===== config.mk =====
export PLATFORM = sky130hd
export DESIGN_NAME = oneshot_cmp_chan
export DESIGN_NICKNAME = d
export VERILOG_FILES = /design/src/rtl/oscc_pkg.sv /design/src/rtl/oscc_match.sv /design/src/rtl/oscc_pin.sv /design/src/rtl/oscc_regs.sv /design/src/rtl/oneshot_cmp_chan.sv
export SDC_FILE = /design/constraint.sdc
export NUM_CORES = 1
export LEC_CHECK = 0
export BUFFER_PORTS_ARGS = -buffer_cell sky130_fd_sc_hd__buf_2
export CORE_MARGIN = 2
export CORE_UTILIZATION = 30
export CTS_CLUSTER_SIZE = 25
export DETAILED_ROUTE_END_ITERATION = 7
export GPL_ROUTABILITY_DRIVEN = 0
export SKIP_LAST_GASP = 1
export SYNTH_ARGS = -nofsm -noshare
export SYNTH_HDL_FRONTEND = slang
export SYNTH_SLANG_ARGS = --single-unit

===== constraint.sdc =====
create_clock -name clk -period 1.7 [get_ports clk]
set_input_delay 0.34 -clock clk [delete_from_list [all_inputs] [get_ports clk]]
set_output_delay 0.34 -clock clk [all_outputs]
set_load 0.03 [all_outputs]

===== src/rtl/oscc_pkg.sv =====
package oscc_pkg;

    localparam int unsigned REG_ADDR_W = 2;
    localparam int unsigned CMP_N      = 2;
    localparam int unsigned CMP_LEAD   = 0;
    localparam int unsigned CMP_TRAIL  = 1;
    localparam int unsigned CTL_W      = 8;

    // control word bit positions
    localparam int unsigned CTL_FLAG   = 0;
    localparam int unsigned CTL_POL    = 1;
    localparam int unsigned CTL_COMMIT = 2;
    localparam int unsigned CTL_ARM_L  = 4;
    localparam int unsigned CTL_ARM_T  = 5;
    localparam int unsigned CTL_PIN    = 6;
    localparam int unsigned CTL_PEND   = 7;

    typedef enum logic [REG_ADDR_W-1:0] {
        RSEL_LEAD  = 2'd0,
        RSEL_STAGE = 2'd1,
        RSEL_CTL   = 2'd2,
        RSEL_NONE  = 2'd3
    } reg_sel_e;

    typedef struct packed {
        logic pend;
        logic pin;
        logic arm_t;
        logic arm_l;
        logic pol;
        logic flag;
    } ctl_view_t;

    function automatic logic lead_level(input logic pol);
        return ~pol;
    endfunction

    function automatic logic trail_level(input logic pol);
        return pol;
    endfunction

    function automatic logic [CTL_W-1:0] ctl_pack(input ctl_view_t v);
        logic [CTL_W-1:0] r;
        r             = '0;
        r[CTL_FLAG]   = v.flag;
        r[CTL_POL]    = v.pol;
        r[CTL_ARM_L]  = v.arm_l;
        r[CTL_ARM_T]  = v.arm_t;
        r[CTL_PIN]    = v.pin;
        r[CTL_PEND]   = v.pend;
        return r;
    endfunction

endpackage


===== src/rtl/oscc_match.sv =====
module oscc_match #(
    parameter int unsigned W = 16
) (
    input  logic         clk,
    input  logic         rst,
    input  logic         load,
    input  logic [W-1:0] val,
    input  logic [W-1:0] cnt,
    output logic         hit,
    output logic         armed
);

    logic [W-1:0] val_q;
    logic         armed_q;

    assign hit   = armed_q && (cnt == val_q);
    assign armed = armed_q;

    always_ff @(posedge clk) begin
        if (rst) begin
            val_q   <= '0;
            armed_q <= 1'b0;
        end else if (load) begin
            val_q   <= val;
            armed_q <= 1'b1;
        end else if (hit) begin
            armed_q <= 1'b0;
        end
    end

endmodule


===== src/rtl/oscc_pin.sv =====
module oscc_pin
    import oscc_pkg::*;
(
    input  logic clk,
    input  logic rst,
    input  logic pol,
    input  logic hit_lead,
    input  logic hit_trail,
    output logic pin
);

    logic pin_q;

    assign pin = pin_q;

    always_ff @(posedge clk) begin
        if (rst) begin
            pin_q <= 1'b0;
        end else if (hit_trail) begin
            pin_q <= trail_level(pol);
        end else if (hit_lead) begin
            pin_q <= lead_level(pol);
        end
    end

endmodule


===== src/rtl/oscc_regs.sv =====
module oscc_regs
    import oscc_pkg::*;
#(
    parameter int unsigned DW = 16
) (
    input  logic                         clk,
    input  logic                         rst,
    input  logic                         bus_sel,
    input  logic                         bus_we,
    input  logic [REG_ADDR_W-1:0]        bus_addr,
    input  logic [DW-1:0]                bus_wdata,
    output logic [DW-1:0]                bus_rdata,
    input  logic [CMP_N-1:0]             hit,
    input  logic [CMP_N-1:0]             armed,
    input  logic                         pin_lvl,
    output logic [CMP_N-1:0]             load_req,
    output logic [CMP_N-1:0][DW-1:0]     load_val,
    output logic                         pol,
    output logic                         flag
);

    reg_sel_e  sel;
    logic      wr;
    logic      wr_lead;
    logic      wr_stage;
    logic      wr_ctl;
    logic      commit_t;
    logic      clr_flag;
    logic      xfer_t;
    logic [DW-1:0] lead_q;
    logic [DW-1:0] stage_q;
    logic      pend_q;
    logic      pol_q;
    logic      flag_q;
    ctl_view_t view;

    assign sel      = reg_sel_e'(bus_addr);
    assign wr       = bus_sel && bus_we;
    assign wr_lead  = wr && (sel == RSEL_LEAD);
    assign wr_stage = wr && (sel == RSEL_STAGE);
    assign wr_ctl   = wr && (sel == RSEL_CTL);
    assign commit_t = wr_ctl && bus_wdata[CTL_COMMIT];
    assign clr_flag = wr_ctl && bus_wdata[CTL_FLAG];
    assign xfer_t   = (wr_lead && pend_q) || commit_t;

    assign load_req[CMP_LEAD]  = wr_lead;
    assign load_val[CMP_LEAD]  = bus_wdata;
    assign load_req[CMP_TRAIL] = xfer_t;
    assign load_val[CMP_TRAIL] = stage_q;

    assign pol  = pol_q;
    assign flag = flag_q;

    always_ff @(posedge clk) begin
        if (rst) begin
            lead_q  <= '0;
            stage_q <= '0;
            pend_q  <= 1'b0;
            pol_q   <= 1'b0;
            flag_q  <= 1'b0;
        end else begin
            if (wr_lead) begin
                lead_q <= bus_wdata;
            end
            if (wr_stage) begin
                stage_q <= bus_wdata;
                pend_q  <= 1'b1;
            end else if (xfer_t) begin
                pend_q  <= 1'b0;
            end
            if (wr_ctl) begin
                pol_q <= bus_wdata[CTL_POL];
            end
            if (|hit) begin
                flag_q <= 1'b1;
            end else if (clr_flag) begin
                flag_q <= 1'b0;
            end
        end
    end

    always_comb begin
        view       = '0;
        view.flag  = flag_q;
        view.pol   = pol_q;
        view.arm_l = armed[CMP_LEAD];
        view.arm_t = armed[CMP_TRAIL];
        view.pin   = pin_lvl;
        view.pend  = pend_q;
    end

    always_comb begin
        bus_rdata = '0;
        case (sel)
            RSEL_LEAD:  bus_rdata = lead_q;
            RSEL_STAGE: bus_rdata = stage_q;
            RSEL_CTL:   bus_rdata[CTL_W-1:0] = ctl_pack(view);
            default:    bus_rdata = '0;
        endcase
    end

endmodule


===== src/rtl/oneshot_cmp_chan.sv =====
module oneshot_cmp_chan
    import oscc_pkg::*;
#(
    parameter int unsigned CNT_W = 16
) (
    input  logic                  clk,
    input  logic                  rst,
    input  logic [CNT_W-1:0]      cnt_bus,
    input  logic                  bus_sel,
    input  logic                  bus_we,
    input  logic [REG_ADDR_W-1:0] bus_addr,
    input  logic [CNT_W-1:0]      bus_wdata,
    output logic [CNT_W-1:0]      bus_rdata,
    output logic                  pin_out
);

    logic [CMP_N-1:0]            load_req;
    logic [CMP_N-1:0][CNT_W-1:0] load_val;
    logic [CMP_N-1:0]            hit;
    logic [CMP_N-1:0]            armed;
    logic                        pol;
    logic                        flag;

    oscc_regs #(.DW(CNT_W)) u_regs (
        .clk       (clk),
        .rst       (rst),
        .bus_sel   (bus_sel),
        .bus_we    (bus_we),
        .bus_addr  (bus_addr),
        .bus_wdata (bus_wdata),
        .bus_rdata (bus_rdata),
        .hit       (hit),
        .armed     (armed),
        .pin_lvl   (pin_out),
        .load_req  (load_req),
        .load_val  (load_val),
        .pol       (pol),
        .flag      (flag)
    );

    for (genvar g = 0; g < CMP_N; g++) begin : g_cmp
        oscc_match #(.W(CNT_W)) u_match (
            .clk   (clk),
            .rst   (rst),
            .load  (load_req[g]),
            .val   (load_val[g]),
            .cnt   (cnt_bus),
            .hit   (hit[g]),
            .armed (armed[g])
        );
    end

    oscc_pin u_pin (
        .clk       (clk),
        .rst       (rst),
        .pol       (pol),
        .hit_lead  (hit[CMP_LEAD]),
        .hit_trail (hit[CMP_TRAIL]),
        .pin       (pin_out)
    );

endmodule


* After elaboration in Yosys (flattened, before gate mapping)
Index checks and enable logic that the tools add are counted.
Cells by class: add/sub/neg operators 0, $mul 0, divide/modulo/power cells 0, $lt $le $gt $ge 0, equality and inequality tests 4, shifts and indexed selects 0, multiplexer cells 12, bitwise logic cells 1, reduce and logical (&&, ||, !) cells 17
Operator list (count):
- 16-bit equality test | 2
- 8-bit one-hot mux with 3 select lines | 1
- 8-bit one-hot mux with 2 select lines | 1
- 1-bit two-way mux | 10
- 2-bit nonzero test | 5
- 1-bit logical AND | 9
- 2-bit by 1-bit equality test with 1-bit output (second input constant) | 1
- 2-bit equality test (second input constant) | 1
- 2-bit zero test | 1
- 2-bit OR reduction | 1
- 1-bit logical OR | 1
- 1-bit NOT | 1
Storage, ports and cells: register bits after elaboration 54, latch bits 0, RAM bits 0, bits in read-only memories 0, output and inout port bits 17, word-level logic and storage cells 43, memories 0

* Depth between registers and ports, before layout
depth in word-level cells 6, mapped depth 8, gate-level depth less buffers 5

* Hierarchy
A second synthesis with hierarchy kept.
Unflattened totals: cells, all modules 379, area, all modules 3373.2 um^2
By module, submodules not included:
- oscc_regs | instances 1, cells an instance 218, area each 1747.9 um^2, sequential area each 700.7 um^2
- oscc_match | instances 2, cells an instance 78, area each 784.5 um^2, sequential area each 340.3 um^2
- oscc_pin | instances 1, cells an instance 5, area each 56.3 um^2, sequential area each 20.0 um^2

* Least setup slack after synthesis
Ideal clock, no wire load.
path kind input to output, start point input bus_addr[0], end point output bus_rdata[10], arrival 1342 ps, path slack 18 ps, cell stages on the path 4, path through buf_2 -> buf_2 -> mux2i_1 -> nor2_1
Between the ends: longest elaborated chain between the ends 2, elaborated cells between the ends (all ways) 3, those cells by class eq/ne (1); mux (1); reduce/logical (1)
Ends and longest elaborated chain:
- start: declaration | RTL line oneshot_cmp_chan.sv:11 | input logic [REG_ADDR_W-1:0] bus_addr,
- 2-bit by 1-bit equality test with 1-bit output or 2-bit zero test (tied branches) | RTL line oscc_regs.sv:94 | case (sel)
- 8-bit one-hot mux with 2 select lines (*) | RTL line oscc_regs.sv:94
- end: declaration | RTL line oneshot_cmp_chan.sv:13 | output logic [CNT_W-1:0] bus_rdata,
Mark *: on every way between the ends. The rest lies on a longest branch, timed or not.

* Final worst setup path
start point register g_cmp[1].u_match.val_q[5], end point register u_pin.pin_q (netlist: u_pin.pin)
Between the ends: longest elaborated chain between the ends 3, elaborated cells between the ends (all ways) 4, those cells by class eq/ne (1); mux (1); reduce/logical (2)
Ends and longest elaborated chain:
- start: declaration | RTL line oscc_match.sv:13 | logic [W-1:0] val_q;
- start signal: assignment | RTL line oscc_match.sv:24 | val_q <= val;
- 16-bit equality test (*) | RTL line oscc_match.sv:16 | assign hit = armed_q && (cnt == val_q);
- 1-bit logical AND (*) | RTL line oscc_match.sv:16
- 1-bit two-way mux or 2-bit nonzero test (tied branches)
- end signal: assignment | RTL line oscc_pin.sv:20 | pin_q <= trail_level(pol);
- end signal: assignment | RTL line oscc_pin.sv:22 | pin_q <= lead_level(pol);
- end: declaration | RTL line oscc_pin.sv:12 | logic pin_q;
Marked as above. A chain may end at the register's enable or synchronous reset.

==> run metrics <==
YS warnings 0; status complete, no violations; min-delay worst type in -> reg; most common cell after layout, fill and taps aside nand2_1; #FFs+latches synth 54; CTS tree done; measured slew at the worst slew-check pin 0.384 ns; CP max-delay cell or4_4; area of the multi-input gates 1420 um2; hold violation count in the final report 0; GRT overflow 0; critical-path maximum fanout 2; CP cell instances xor2_1 > nor4_2 > buf_4 > nand4_1 > or4_4 > o211ai_2; unique cell type count in the Yosys netlist 29; # diodes 0; Design Area, Final 3280 um2; Clk Latency, worst-skew pair 0.31 ns; Cell Rows 33; Worst EP required 1.95 ns; TritonCTS buffer count 5; Die H 97.0 um; Pleak 0.00133 uW; CTS Buffer Depth 2; CTS sink cnt 54; drt total wl 7.34 mm; crit-path max cell delay 0.45 ns; Layout Nets 438; Placed Instances 498; dpl cell area 3160 um2; # Max-Cap Violations 0; post-route ant nets 0; post-DP HPWL 5.58 mm; # port buffers 54; share of layout cells above drive strength 1 25.2%; Worst VDD drop 0.290 mV; core box area 8300 um2; register clock-pin slew on the reported worst setup and hold paths 0.11 ns; DR vias 2458; Storage cell area 1080 um2; headroom to the max-slew limit 74.2%; Filler Cells Inserted 891; R2R setup slack 0.03 ns; first-pass GRT wire length 12.0 mm; unrepaired setup endpoints after global routing true; drt pass-1 iters 4; DR WL/cell 14.5 um; Residual DRC 0; Worst Skew 0.00950 ns; Starting Density 31.3%; Mapped Cells 330; endpoints failing setup 0; vias in the first global route 2449; largest net degree at the start of global routing 34; Crit. End Element flop; Peak Freq 599 MHz; sequential share of the synthesized area 41.7%; P&R area growth vs syn 26.3%; Syn Area/Cell 7.86 um2; area of the mapped netlist 2590 um2; routed vias/inst 4.86; initial antenna violation count 0; startpoint types flop; post-CTS setup buffer count 0; critical path arrival 1.92 ns; worst hold slack 0.273 ns; Die Area 9410 um2; hold_buf cts 0; die width 97.0 um; cell area power density 720 nW/um2; fin crit share 98.3%; post-layout min period 1.67 ns; htree depth 2; final number of max-transition violations 0; total chip power 2360 uW; most frequent cells in the layout nand2_1 (106), buf_2 (54), dfxtp_1 (53), a21oi_1 (52), buf_4 (25); root buffer cell clkbuf_8; worst setup path category reg -> reg; Final Non-Filler Cells 506; Mapped Nets 368; initial DRC count 55; gr usage total 15.6%; IO Count 55
[flip-flops by register name, summed over array words and instances, names as in the netlist]
signal,cells
u_regs.flag,1
u_regs.lead_q,16
u_regs.pol,1
g_cmp.u_match.val_q,16
u_regs.stage_q,16
u_pin.pin,1
u_regs.pend_q,1
g_cmp.u_match.armed,2
[area by class of cell]
class	count	area share, %
Tap cell	105	4.01
Clock inverter	2	0.382
Clock buffer	6	2.52
Multi-Input combinational cell	254	43.4
Inverter	2	0.229
Timing Repair Buffer	83	16.4
Sequential cell	54	33.0
[path summary, 6_finish.rpt]
check	startpoint	endpoint	depth (start not counted)
worst max-delay path	g_cmp[1].u_match.val_q[5]	u_pin.pin	6
worst min-delay path	bus_wdata[5]	u_regs.stage_q[5]	3
worst max register to register	g_cmp[1].u_match.val_q[5]	u_pin.pin	6
worst min register to register	g_cmp[1].u_match.val_q[5]	g_cmp[1].u_match.val_q[5]	2
[Yosys cell counts, drive strengths merged]
cell type  instances  area [um2]
clkbuf             9        33.8
a21oi             53         269
xor2              16         140
a22oi              1        21.3
o2111ai            1        8.76
or4                1        7.51
mux2i             16         160
o21ai              7        35.0
and2               1        6.26
inv                2        7.51
or3                1        6.26
xnor2             16         140
dfxtp             54        1080
and3               2        12.5
o211ai             1        12.5
a2bb2oi            1        8.76
nor2b              2        20.0
nor2              16        60.1
nand2b             1        6.26
nor4               5        31.3
nand2            106         398
nor3               1        16.3
nand4              5        31.3
buf               11        72.6
a22o               1        8.76
[through the flow]
step,setup TNS (ns),worst slack (ns),utilization [%]
after detailed placement,-0.250,-0.183,38.1
after global routing,-0.108,-0.103,39.5
final,0,0.0295,39.5
after CTS,0,0.00171,39.4
after floorplan,0,0.0184,-
after global placement,-0.0415,-0.0415,38.1
[routing by layer]
metal / track usage [%] / wire length [um]
met1: 19.1 / 3290
met3: 3.18 / 263
met2: 28.6 / 3730
met5: 0 / 0
met4: 2.60 / 59
[repair_timing]
| action | in CTS | in global routing |
|---|---|---|
| endpoints found under the setup margin | 1 | 2 |
| pin swaps | 1 | 1 |
| gates resized for setup | 5 | 1 |
| cloned | 0 | 0 |
[power breakdown]
part / internal, uW / switching, uW / leakage, uW
Combinational: 131 / 163 / 0.000842
Clock: 329 / 435 / 0.0000472
Sequential: 1280 / 17.8 / 0.000437
[worst max-delay path, delay by kind of cell (launching register included)]
kind            cells  cell delay, ns
simple gates        3            0.85
flops               1            0.34
xor+xnor            1            0.16
buf+inv             1            0.17
compound gates      1            0.09
[cells by family (layout without fill, tap and decap cells)]
kind of cell / after synthesis / count (layout) / synth area share, %
simple gates: 141 / 141 / 23.0
compound gates: 65 / 65 / 14.0
flops: 54 / 54 / 41.7
xor+xnor: 32 / 32 / 10.8
buf+inv: 22 / 93 / 4.39
mux: 16 / 16 / 6.17
Power figures use the tool's default switching activity.
